===== src/rtl/dio_mon_pkg.sv =====
package dio_mon_pkg;

    localparam int unsigned ADDR_W = 4;
    localparam int unsigned BYTE_W = 8;

    typedef enum logic [ADDR_W-1:0] {
        REG_STATE     = 4'd0,
        REG_LATCH     = 4'd1,
        REG_LATCH_CLR = 4'd2,
        REG_CNT_CLR   = 4'd3
    } reg_addr_e;

    typedef struct packed {
        logic [BYTE_W-1:0] latch_clr;
        logic [BYTE_W-1:0] cnt_clr;
    } clr_req_t;

    function automatic clr_req_t decode_write(input logic en,
                                              input logic [ADDR_W-1:0] addr,
                                              input logic [BYTE_W-1:0] data);
        clr_req_t r;
        r.latch_clr = (en && addr == REG_LATCH_CLR) ? data : '0;
        r.cnt_clr   = (en && addr == REG_CNT_CLR)   ? data : '0;
        return r;
    endfunction

    function automatic logic [BYTE_W-1:0] word_byte(input logic [31:0] v,
                                                    input logic [1:0] k);
        return v[k*8 +: 8];
    endfunction

endpackage


===== src/rtl/dio_sync.sv =====
module dio_sync #(
    parameter int unsigned W = 8
) (
    input  logic         clk,
    input  logic         rst,
    input  logic [W-1:0] d,
    output logic [W-1:0] q
);
    logic [W-1:0] meta;

    always_ff @(posedge clk) begin
        if (rst) begin
            meta <= '0;
            q    <= '0;
        end else begin
            meta <= d;
            q    <= meta;
        end
    end
endmodule


===== src/rtl/dio_debounce.sv =====
module dio_debounce #(
    parameter int unsigned W          = 8,
    parameter int unsigned DEB_CYCLES = 500000
) (
    input  logic         clk,
    input  logic         rst,
    input  logic [W-1:0] din,
    output logic [W-1:0] state,
    output logic [W-1:0] chg
);
    localparam int unsigned CW = $clog2(DEB_CYCLES + 1);
    localparam logic [CW-1:0] LIMIT = CW'(DEB_CYCLES - 1);

    for (genvar i = 0; i < W; i++) begin : g_ch
        logic [CW-1:0] run;

        always_ff @(posedge clk) begin
            if (rst) begin
                run      <= '0;
                state[i] <= 1'b0;
                chg[i]   <= 1'b0;
            end else begin
                chg[i] <= 1'b0;
                if (din[i] != state[i]) begin
                    if (run == LIMIT) begin
                        state[i] <= din[i];
                        chg[i]   <= 1'b1;
                        run      <= '0;
                    end else begin
                        run <= run + 1'b1;
                    end
                end else begin
                    run <= '0;
                end
            end
        end
    end
endmodule


===== src/rtl/dio_edge_counter.sv =====
module dio_edge_counter #(
    parameter int unsigned N     = 2,
    parameter int unsigned CNT_W = 32
) (
    input  logic                      clk,
    input  logic                      rst,
    input  logic [N-1:0]              din,
    input  logic [N-1:0]              clr,
    output logic [N-1:0]              fall,
    output logic [N-1:0][CNT_W-1:0]   cnt
);
    logic [N-1:0] prev;

    always_ff @(posedge clk) begin
        if (rst) prev <= '0;
        else     prev <= din;
    end

    assign fall = prev & ~din;

    for (genvar c = 0; c < N; c++) begin : g_cnt
        always_ff @(posedge clk) begin
            if (rst || clr[c]) cnt[c] <= '0;
            else if (fall[c])  cnt[c] <= cnt[c] + 1'b1;
        end
    end
endmodule


===== src/rtl/discrete_input_monitor.sv =====
module discrete_input_monitor
    import dio_mon_pkg::*;
#(
    parameter int unsigned NUM_CH     = 8,
    parameter int unsigned NUM_CNT    = 2,
    parameter int unsigned CNT_W      = 32,
    parameter int unsigned DEB_CYCLES = 500000
) (
    input  logic              clk,
    input  logic              rst,
    input  logic [NUM_CH-1:0] pin_raw,
    input  logic              wr_en,
    input  logic [ADDR_W-1:0] wr_addr,
    input  logic [BYTE_W-1:0] wr_data,
    input  logic [ADDR_W-1:0] rd_addr,
    output logic [BYTE_W-1:0] rd_data
);
    logic [NUM_CH-1:0]              pin_sync;
    logic [NUM_CH-1:0]              deb_state;
    logic [NUM_CH-1:0]              deb_chg;
    logic [NUM_CNT-1:0]             fall_vec;
    logic [NUM_CNT-1:0][CNT_W-1:0]  cnt_q;
    logic [NUM_CH-1:0]              latch_q;
    logic [NUM_CH-1:0]              set_mask;
    logic [NUM_CH-1:0]              clr_mask;
    logic [NUM_CNT-1:0]             cnt_clr;
    clr_req_t                       req;

    dio_sync #(.W(NUM_CH)) u_sync (
        .clk(clk), .rst(rst), .d(pin_raw), .q(pin_sync)
    );

    dio_debounce #(.W(NUM_CH), .DEB_CYCLES(DEB_CYCLES)) u_deb (
        .clk(clk), .rst(rst), .din(pin_sync), .state(deb_state), .chg(deb_chg)
    );

    dio_edge_counter #(.N(NUM_CNT), .CNT_W(CNT_W)) u_cnt (
        .clk(clk), .rst(rst), .din(pin_sync[NUM_CNT-1:0]), .clr(cnt_clr),
        .fall(fall_vec), .cnt(cnt_q)
    );

    assign req      = decode_write(wr_en, wr_addr, wr_data);
    assign clr_mask = req.latch_clr[NUM_CH-1:0];
    assign cnt_clr  = req.cnt_clr[NUM_CNT-1:0];

    always_comb begin
        set_mask = deb_chg;
        set_mask[NUM_CNT-1:0] = deb_chg[NUM_CNT-1:0] | fall_vec;
    end

    // set is applied after clear so simultaneous activity is never lost
    always_ff @(posedge clk) begin
        if (rst) latch_q <= '0;
        else     latch_q <= (latch_q & ~clr_mask) | set_mask;
    end

    always_comb begin
        rd_data = '0;
        case (rd_addr)
            REG_STATE: rd_data = BYTE_W'(deb_state);
            REG_LATCH: rd_data = BYTE_W'(latch_q);
            default:   rd_data = '0;
        endcase
        for (int c = 0; c < NUM_CNT; c++) begin
            if (rd_addr[ADDR_W-1:2] == (ADDR_W-2)'(c + 1))
                rd_data = word_byte(32'(cnt_q[c]), rd_addr[1:0]);
        end
    end
endmodule


===== config.mk =====
export PLATFORM = sky130hd
export DESIGN_NAME = discrete_input_monitor
export DESIGN_NICKNAME = d
export VERILOG_FILES = /design/src/rtl/dio_mon_pkg.sv /design/src/rtl/dio_sync.sv /design/src/rtl/dio_debounce.sv /design/src/rtl/dio_edge_counter.sv /design/src/rtl/discrete_input_monitor.sv
export SDC_FILE = /design/constraint.sdc
export NUM_CORES = 1
export LEC_CHECK = 0
export ABC_AREA = 1
export CAP_MARGIN = 10
export CELL_PAD_IN_SITES_DETAIL_PLACEMENT = 0
export CELL_PAD_IN_SITES_GLOBAL_PLACEMENT = 1
export CORE_ASPECT_RATIO = 1.2
export CORE_UTILIZATION = 41
export CTS_BUF_LIST = sky130_fd_sc_hd__clkbuf_8
export CTS_CLUSTER_SIZE = 25
export DETAILED_ROUTE_END_ITERATION = 8
export PLACE_DENSITY = 0.73
export SETUP_SLACK_MARGIN = 0.02
export SYNTH_ARGS = -nofsm -noshare
export SYNTH_HDL_FRONTEND = slang
export SYNTH_SLANG_ARGS = --single-unit

===== constraint.sdc =====
create_clock -name clk -period 2.3 [get_ports clk]
set_clock_uncertainty 0.1 [all_clocks]
set_input_delay 0.23 -clock clk [delete_from_list [all_inputs] [get_ports clk]]
set_output_delay 0.23 -clock clk [all_outputs]
set_load 0.02 [all_outputs]

==> flow_summary.toml, run 1 <==
[sta]
rsz0062_at_grt = "yes"
timing.hold.ws_ns = 0.08400
worst_pin_slew_ns = 0.5059
timing.fmax_mhz = 468.7
hold_viol = 0
slew-limit-headroom_pct = 66.02
setup_viol = 0
min_period_ns = 2.134
fin_crit_sh_pct = 92.77
slew_viol_final = 0

[global_route]
grt.overflow.total = 0
grt_pass1_wl_um = 53450
grt_pass1_vias = 11220
antenna_found_initial = 1
track_usage_pct = 20.32
grt_max_degree = 32

[detailed_routing]
highest-signal-layer = "met4"
wl_um = 31900
wl_met2_um = 15140
ant_nets = 0
wire_per_inst_um = 13.08
via_per_inst = 4.850
drt_iter0_drc = 549
dr_wl_met3_um = 1139
drcViolationCount = 0
wl_met1_um = 15150
vias = 11840
first_pass_iters = 5

[setup_path]
max_stage_delay_ns = 0.49
r2r_slack_ns = 0.36
r2r_cells = 8
cp_num_buf_inv = 3
crit-reg2reg-launch = "u_cnt.cnt[33]$_SDFFE_PP0P_"
cp_max_fo = 4
critPathKind = "input pin to output port"
path_cells = "clkdlybuf4s50_1, nor2_2, nand2_1, buf_4, o21ai_0, o21ai_0, nand2_1, clkbuf_2"
slowest_stage = "clkdlybuf4s50_1"
rr_endpoint = "u_cnt.cnt[52]$_SDFFE_PP0P_"
worst_setup_path_start_kind = "input pin"
worstPathRequired_ns = 1.97
endpoint_kind = "output port"
cp_top_family = "buffers and inverters"
worstPathArrival_ns = 1.80

[floorplan]
io_pins = 35
core_area_sq_mm = 0.03127
rows = 71
die_area_sq_mm = 0.03236
fp.dieW_um = 164.4
start_util_pct = 41.48
fp.dieH_um = 196.8

[layout]
fin_area_sq_mm = 0.01488
final_core_util_pct = 47.59
layout-drive-gt1-share_pct = 9.367
nFillCells = 3288
final_nets = 2039
antennaDiodeCount = 0
fin_cells = 2440
area_growth_pct = 14.73

[logic_synthesis]
syn_nets = 1950
yosys.area.top_type_share_pct = 39.82
synth_cell_type_count = 47
ys_ff_latch = 258
yosysWarnings = 0
synth_top_area_cell = "dfxtp_1"
yosysSeqAreaShare_pct = 39.82
mappedNetlistArea_sq_mm = 0.01297
yosysMostFrequentCell = "nand2_1"
synth-edff-count = 0
syn_inst = 1913
synth.area.top_cells = "dfxtp_1 40%, nand2_1 11%, nor2_1 9.5%"
async_flop_share_pct = 0
ys_top_cells_by_count = "385 x nand2_1, 327 x nor2_1, 272 x inv_1, 258 x dfxtp_1, 113 x nand3_1"
avgSynthCellArea_sq_um = 6.781
synth_top_flop_cell = "dfxtp_1"

[min_path]
hold_path.class = "input pin to register"
min_path_cells = 3
hold_start = "pin_raw[4]"
whs_endpoint = "u_sync.meta[4]$_SDFF_PP0_"

[outcome]
status = "finished clean"

[clocking]
clk_path_buf_depth = 3
ctsHtreeMaxLevel = 2
clock-sinks = 258
cts_tree = "built"
cts_root_buf = "clkbuf_8"
clock_latency_ns = 0.57
clkTransAtPathRegs_ns = 0.06
numCtsBuffers = 46

[job]
cap_viol_max_count = 0

[placement]
port_buffers = 34
dpl_cell_area_sq_mm = 0.01392
gp_congestion = 0.8934
dp.cells = 2353
dp_hpwl_um = 24480

[power]
power_density_mw_per_mm2 = 621.7
switchingPower_w = 0.002106
p_clk_share_pct = 48.0
p_seq_share_pct = 48.7
comb_power_share_pct = 3.3
sw_frac_of_total_pct = 22.77
leakagePower_nw = 5.527
p_int_w = 0.007146
vdd.ir_drop.worst_mv = 0.4800
power by group through the flow:
| stage | sequential (W) | combinational, W | clock [W] |
|---|---|---|---|
| after detailed placement | 0.00460 | 0.000311 | 0 |
| after global placement | 0.00460 | 0.000311 | 0 |
| after global routing | 0.00450 | 0.000339 | 0.00484 |
| after CTS | 0.00450 | 0.000311 | 0.00465 |
| final | 0.00450 | 0.000305 | 0.00444 |
| after floorplan | 0.00460 | 0.000164 | 0 |
layout make-up:
type | instances | area [sq um] | area share [%]
multi-input cells | 1347 | 6610 | 44.42
inverters | 281 | 1059 | 7.113
flip-flops and latches | 258 | 5166 | 34.71
repair buffers | 68 | 566.8 | 3.809
well taps | 401 | 501.7 | 3.371
clock inverters | 26 | 166.4 | 1.118
clock buffers | 59 | 812.0 | 5.457
layout by cell type, fill, tap and decap left out, types with 3 or more instances in the layout:
master,instances
a21oi_1,112
a31oi_1,3
and3_1,4
buf_4,33
clkbuf_2,8
clkbuf_8,59
clkdlybuf4s50_1,25
clkinv_2,6
dfxtp_1,257
ha_1,10
inv_1,286
inv_2,10
nand2_1,385
nand2_2,6
nand2_4,4
nand3_1,113
nand3_2,3
nand3b_1,10
nand4_1,53
nor2_1,326
nor2_2,23
nor2_4,5
nor3_1,72
nor3_2,5
nor3_4,4
nor3b_1,7
nor4_1,4
o211ai_1,7
o21ai_0,77
o21ai_1,3
or2_0,5
or2_2,14
xnor2_1,14
xor2_1,60
metrics by stage:
stage               TNS, ns  setup WS, ns  total power (W)
finish                    0        0.1664         0.009252
global route              0      0.005670         0.009684
CTS                       0      0.004954         0.009461
detailed placement   -2.163       -0.3218         0.004911
global placement     -2.182       -0.3420         0.004911
floorplan                 0        0.6282         0.004762
worst max path at each step:
| stage | start | to | cells past startpoint |
|---|---|---|---|
| 2_1_floorplan | u_deb.g_ch[2].run[0]$_SDFF_PP0_ | u_deb.g_ch[2].run[15]$_SDFF_PP0_ | 9 |
| 3_3_place_gp | rd_addr[0] | rd_data[3] | 8 |
| 3_5_place_dp | rd_addr[0] | rd_data[3] | 8 |
| 4_1_cts | rd_addr[0] | rd_data[1] | 8 |
| 5_1_grt | rd_addr[0] | rd_data[1] | 8 |
| 6_report | rd_addr[0] | rd_data[1] | 8 |
flip-flops by register name, summed over array words and instances, names as in the netlist:
name,count
u_cnt.cnt,64
u_sync.q,8
u_sync.meta,8
u_cnt.prev,2
u_deb.chg,8
u_deb.state,8
u_deb.g_ch.run,152
latch_q,8
what timing repair did:
item | 4_1_cts | 5_1_grt
resized for setup | 18 | 13
buffers inserted | 2 | 0
hold buffers | 0 | 0
setup endpoints to repair | 8 | 8
pin swaps | 0 | 0
logic make-up after synthesis:
kind of cell | after synthesis | synth area share (%)
XOR/XNOR | 74 | 4.997
AND/OR/NAND/NOR | 1046 | 36.05
flip-flops | 258 | 39.82
AO/OA/AOI/OAI | 217 | 8.894
adder cells (fa/ha/maj) | 10 | 0.9646
buffers and inverters | 308 | 9.279
worst register-to-register path: cells and delay by family, from the launching register on:
kind / cells / cell delay, ns
compound gates: 1 / 0.19
buf+inv: 1 / 0.16
simple gates: 5 / 0.81
fa+ha+maj: 1 / 0.18
flops: 1 / 0.39
layer usage:
layer / global-route usage (%) / vias to the layer above
li1: - / 6285
met1: 26.30 / 5331
met2: 34.66 / 185
met3: 3.367 / 34
met4: 5.471 / 0
met5: 0 / -
Power figures use the tool's default switching activity.
==> run 2: changes to the inputs <==
--- a/config.mk
+++ b/config.mk
@@ -11,10 +11,11 @@
 export CELL_PAD_IN_SITES_GLOBAL_PLACEMENT = 1
 export CORE_ASPECT_RATIO = 1.2
 export CORE_UTILIZATION = 41
-export CTS_BUF_LIST = sky130_fd_sc_hd__clkbuf_8
+export CTS_BUF_LIST = sky130_fd_sc_hd__clkbuf_8 sky130_fd_sc_hd__clkbuf_16
 export CTS_CLUSTER_SIZE = 25
 export DETAILED_ROUTE_END_ITERATION = 8
 export PLACE_DENSITY = 0.73
+export REMOVE_ABC_BUFFERS = 1
 export SETUP_SLACK_MARGIN = 0.02
 export SYNTH_ARGS = -nofsm -noshare
 export SYNTH_HDL_FRONTEND = slang
==> run 2 against run 1 <==
Against the previous run: clock-buffer cell count shrank 25; via count is 1.9% lower; clock power hardly changed; non-clock buffer count decreased by 2; sequential share of layout area up 0.17 points; wire length down 1.3%; maximum frequency is 1.3% lower; largest cell class unchanged.
==> flow_summary.toml, run 2 (synthesis results as in run 1) <==
[outcome]
status = "finished clean"

[sta]
hold_viol = 0
timing.fmax_mhz = 462.4
setup_viol = 0
slew_viol_final = 0
slew-limit-headroom_pct = 65.06
worst_pin_slew_ns = 0.5201
setup_slack_ns = 0.1376
rsz0062_at_grt = "yes"
fin_crit_sh_pct = 94.02
timing.hold.ws_ns = 0.08320
min_period_ns = 2.162

[detailed_routing]
wl_um = 31480
wire_per_inst_um = 13.10
vias = 11610
drcViolationCount = 0
ant_nets = 0
first_pass_iters = 5
drt_iter0_drc = 624
via_per_inst = 4.833

[floorplan]
core_area_sq_mm = 0.03127
start_util_pct = 41.48
io_pins = 35
rows = 71
fp.dieH_um = 196.8
die_area_sq_mm = 0.03236
fp.dieW_um = 164.4

[layout]
final_nets = 2020
largestRegisters = "u_deb.g_ch.run: 152 flops, u_cnt.cnt: 64 flops"
area_growth_pct = 14.14
layout-drive-gt1-share_pct = 7.946
final_cell_mix = "384 x nand2_1, 326 x nor2_1, 277 x inv_1, 258 x dfxtp_1, 113 x nand3_1"
regMostFlops = "u_deb.g_ch.run"
final_core_util_pct = 47.35
fin_cells = 2403
nFillCells = 3245
largest_reg_flops = 152
layout_commonest_cell = "nand2_1"

[power]
vdd.ir_drop.worst_mv = 0.5187
total_power_w = 0.009275
leakagePower_nw = 5.436
power_density_mw_per_mm2 = 626.5

[global_route]
grt.overflow.total = 0
grt_pass1_wl_um = 52640
grt_pass1_vias = 10970
track_usage_pct = 19.90
antenna_found_initial = 1
grt_max_degree = 20

[placement]
pre_cts_slack_ns = -0.2963
port_buffers = 34
gp_congestion = 0.8953
dp.cells = 2350
dp_hpwl_um = 24160

[clocking]
clock_latency_ns = 0.56
clkTransAtPathRegs_ns = 0.06
cts_tree = "built"
clk_path_buf_depth = 3
numCtsBuffers = 29
cts_root_buf = "clkbuf_16"
ctsHtreeMaxLevel = 1
clock-sinks = 258

[setup_path]
cp_common_cell = "o21ai_0"
r2r_slack_ns = 0.36
crit-reg2reg-launch = "u_cnt.cnt[33]$_SDFFE_PP0P_"
worstPathArrival_ns = 1.83
path_cells = "inv_1, a21oi_1, o21ai_0, o211ai_1, o21ai_0, nand2_1, clkdlybuf4s15_1"
r2r_cells = 8
worst_setup_path_start_kind = "register"
cp_max_fo = 4
slowest_stage = "dfxtp_1"
rr_endpoint = "u_cnt.cnt[52]$_SDFFE_PP0P_"
endpoint_kind = "output port"
critPathKind = "register to output port"
worstPathRequired_ns = 1.97
max_stage_delay_ns = 0.39

[job]
cap_viol_max_count = 0

[min_path]
hold_path.class = "input pin to register"
hold_start = "pin_raw[4]"
whs_endpoint = "u_sync.meta[4]$_SDFF_PP0_"
min_path_cells = 3
[run 2: changes by cell type in the layout (fill, tap and decap cells not counted), moves of 2 or more]
cell             delta
buf_4               -2
clkbuf_16          +29
clkbuf_2            -3
clkbuf_8           -54
clkdlybuf4s15_1     +3
clkdlybuf4s50_1     -2
inv_1               -9
[run 2: timing repair]
action | in CTS | in global routing
hold buffers | 1 | 0
resized for setup | 13 | 14
setup buffers | 2 | 0
setup endpoints to repair | 8 | 12
hold endpoints to repair | 7 | 0
gates cloned | 0 | 0
[run 2: report_power, final]
part / total [W] / switching [W] / internal, W
sequential: 0.00450 / 0.0000126 / 0.00449
combinational: 0.000298 / 0.000176 / 0.000122
clock: 0.00447 / 0.00182 / 0.00265
[run 2: layout make-up]
cell class / instances / area (sq um) / area share, %
multi-input combinational: 1347 / 6608 / 44.63
inverter: 281 / 1059 / 7.150
timing repair buffer: 66 / 554.3 / 3.744
antenna: 1 / 2.502 / 0.01690
clock inverter: 15 / 121.4 / 0.8197
clock buffer: 34 / 794.5 / 5.366
sequential: 258 / 5165 / 34.89
tap: 401 / 501.7 / 3.389
[run 2: stage by stage]
stage / setup TNS [ns] / cell area [sq um]
4_1_cts: 0 / 14820
3_3_place_gp: -2.085 / 13880
2_1_floorplan: -0.9166 / 12820
5_1_grt: 0 / 14800
3_5_place_dp: -2.073 / 13880
6_report: 0 / 14810
[run 2: how the worst max path moves through the flow]
stage	startpoint	endpoint	slack, ns	cells past startpoint
3_5_place_dp	rd_addr[0]	rd_data[6]	-0.30	8
3_3_place_gp	rd_addr[0]	rd_data[6]	-0.29	8
2_1_floorplan	wr_addr[3]	u_cnt.cnt[8]$_SDFFE_PP0P_	-0.09	6
4_1_cts	rd_addr[0]	rd_data[6]	0.007	9
6_report	u_cnt.cnt[25]$_SDFFE_PP0P_	rd_data[1]	0.14	7
5_1_grt	rd_addr[3]	rd_data[3]	0.001	8
[run 2: worst max-delay path: cells and delay by family, from the launching register on]
family,cells,cell delay (ns)
AND/OR/NAND/NOR,1,0.08
buffers and inverters,2,0.40
flip-flops,1,0.39
AO/OA/AOI/OAI,4,0.41
[run 2: routing by layer]
metal / share of wire [%] / global-route usage [%] / vias to the layer above
met1: 47 / 25.28 / 5198
met3: 3.8 / 3.051 / 47
met5: 0 / 0 / -
li1: - / - / 6229
met4: 1.7 / 5.131 / 0
met2: 48 / 34.79 / 139
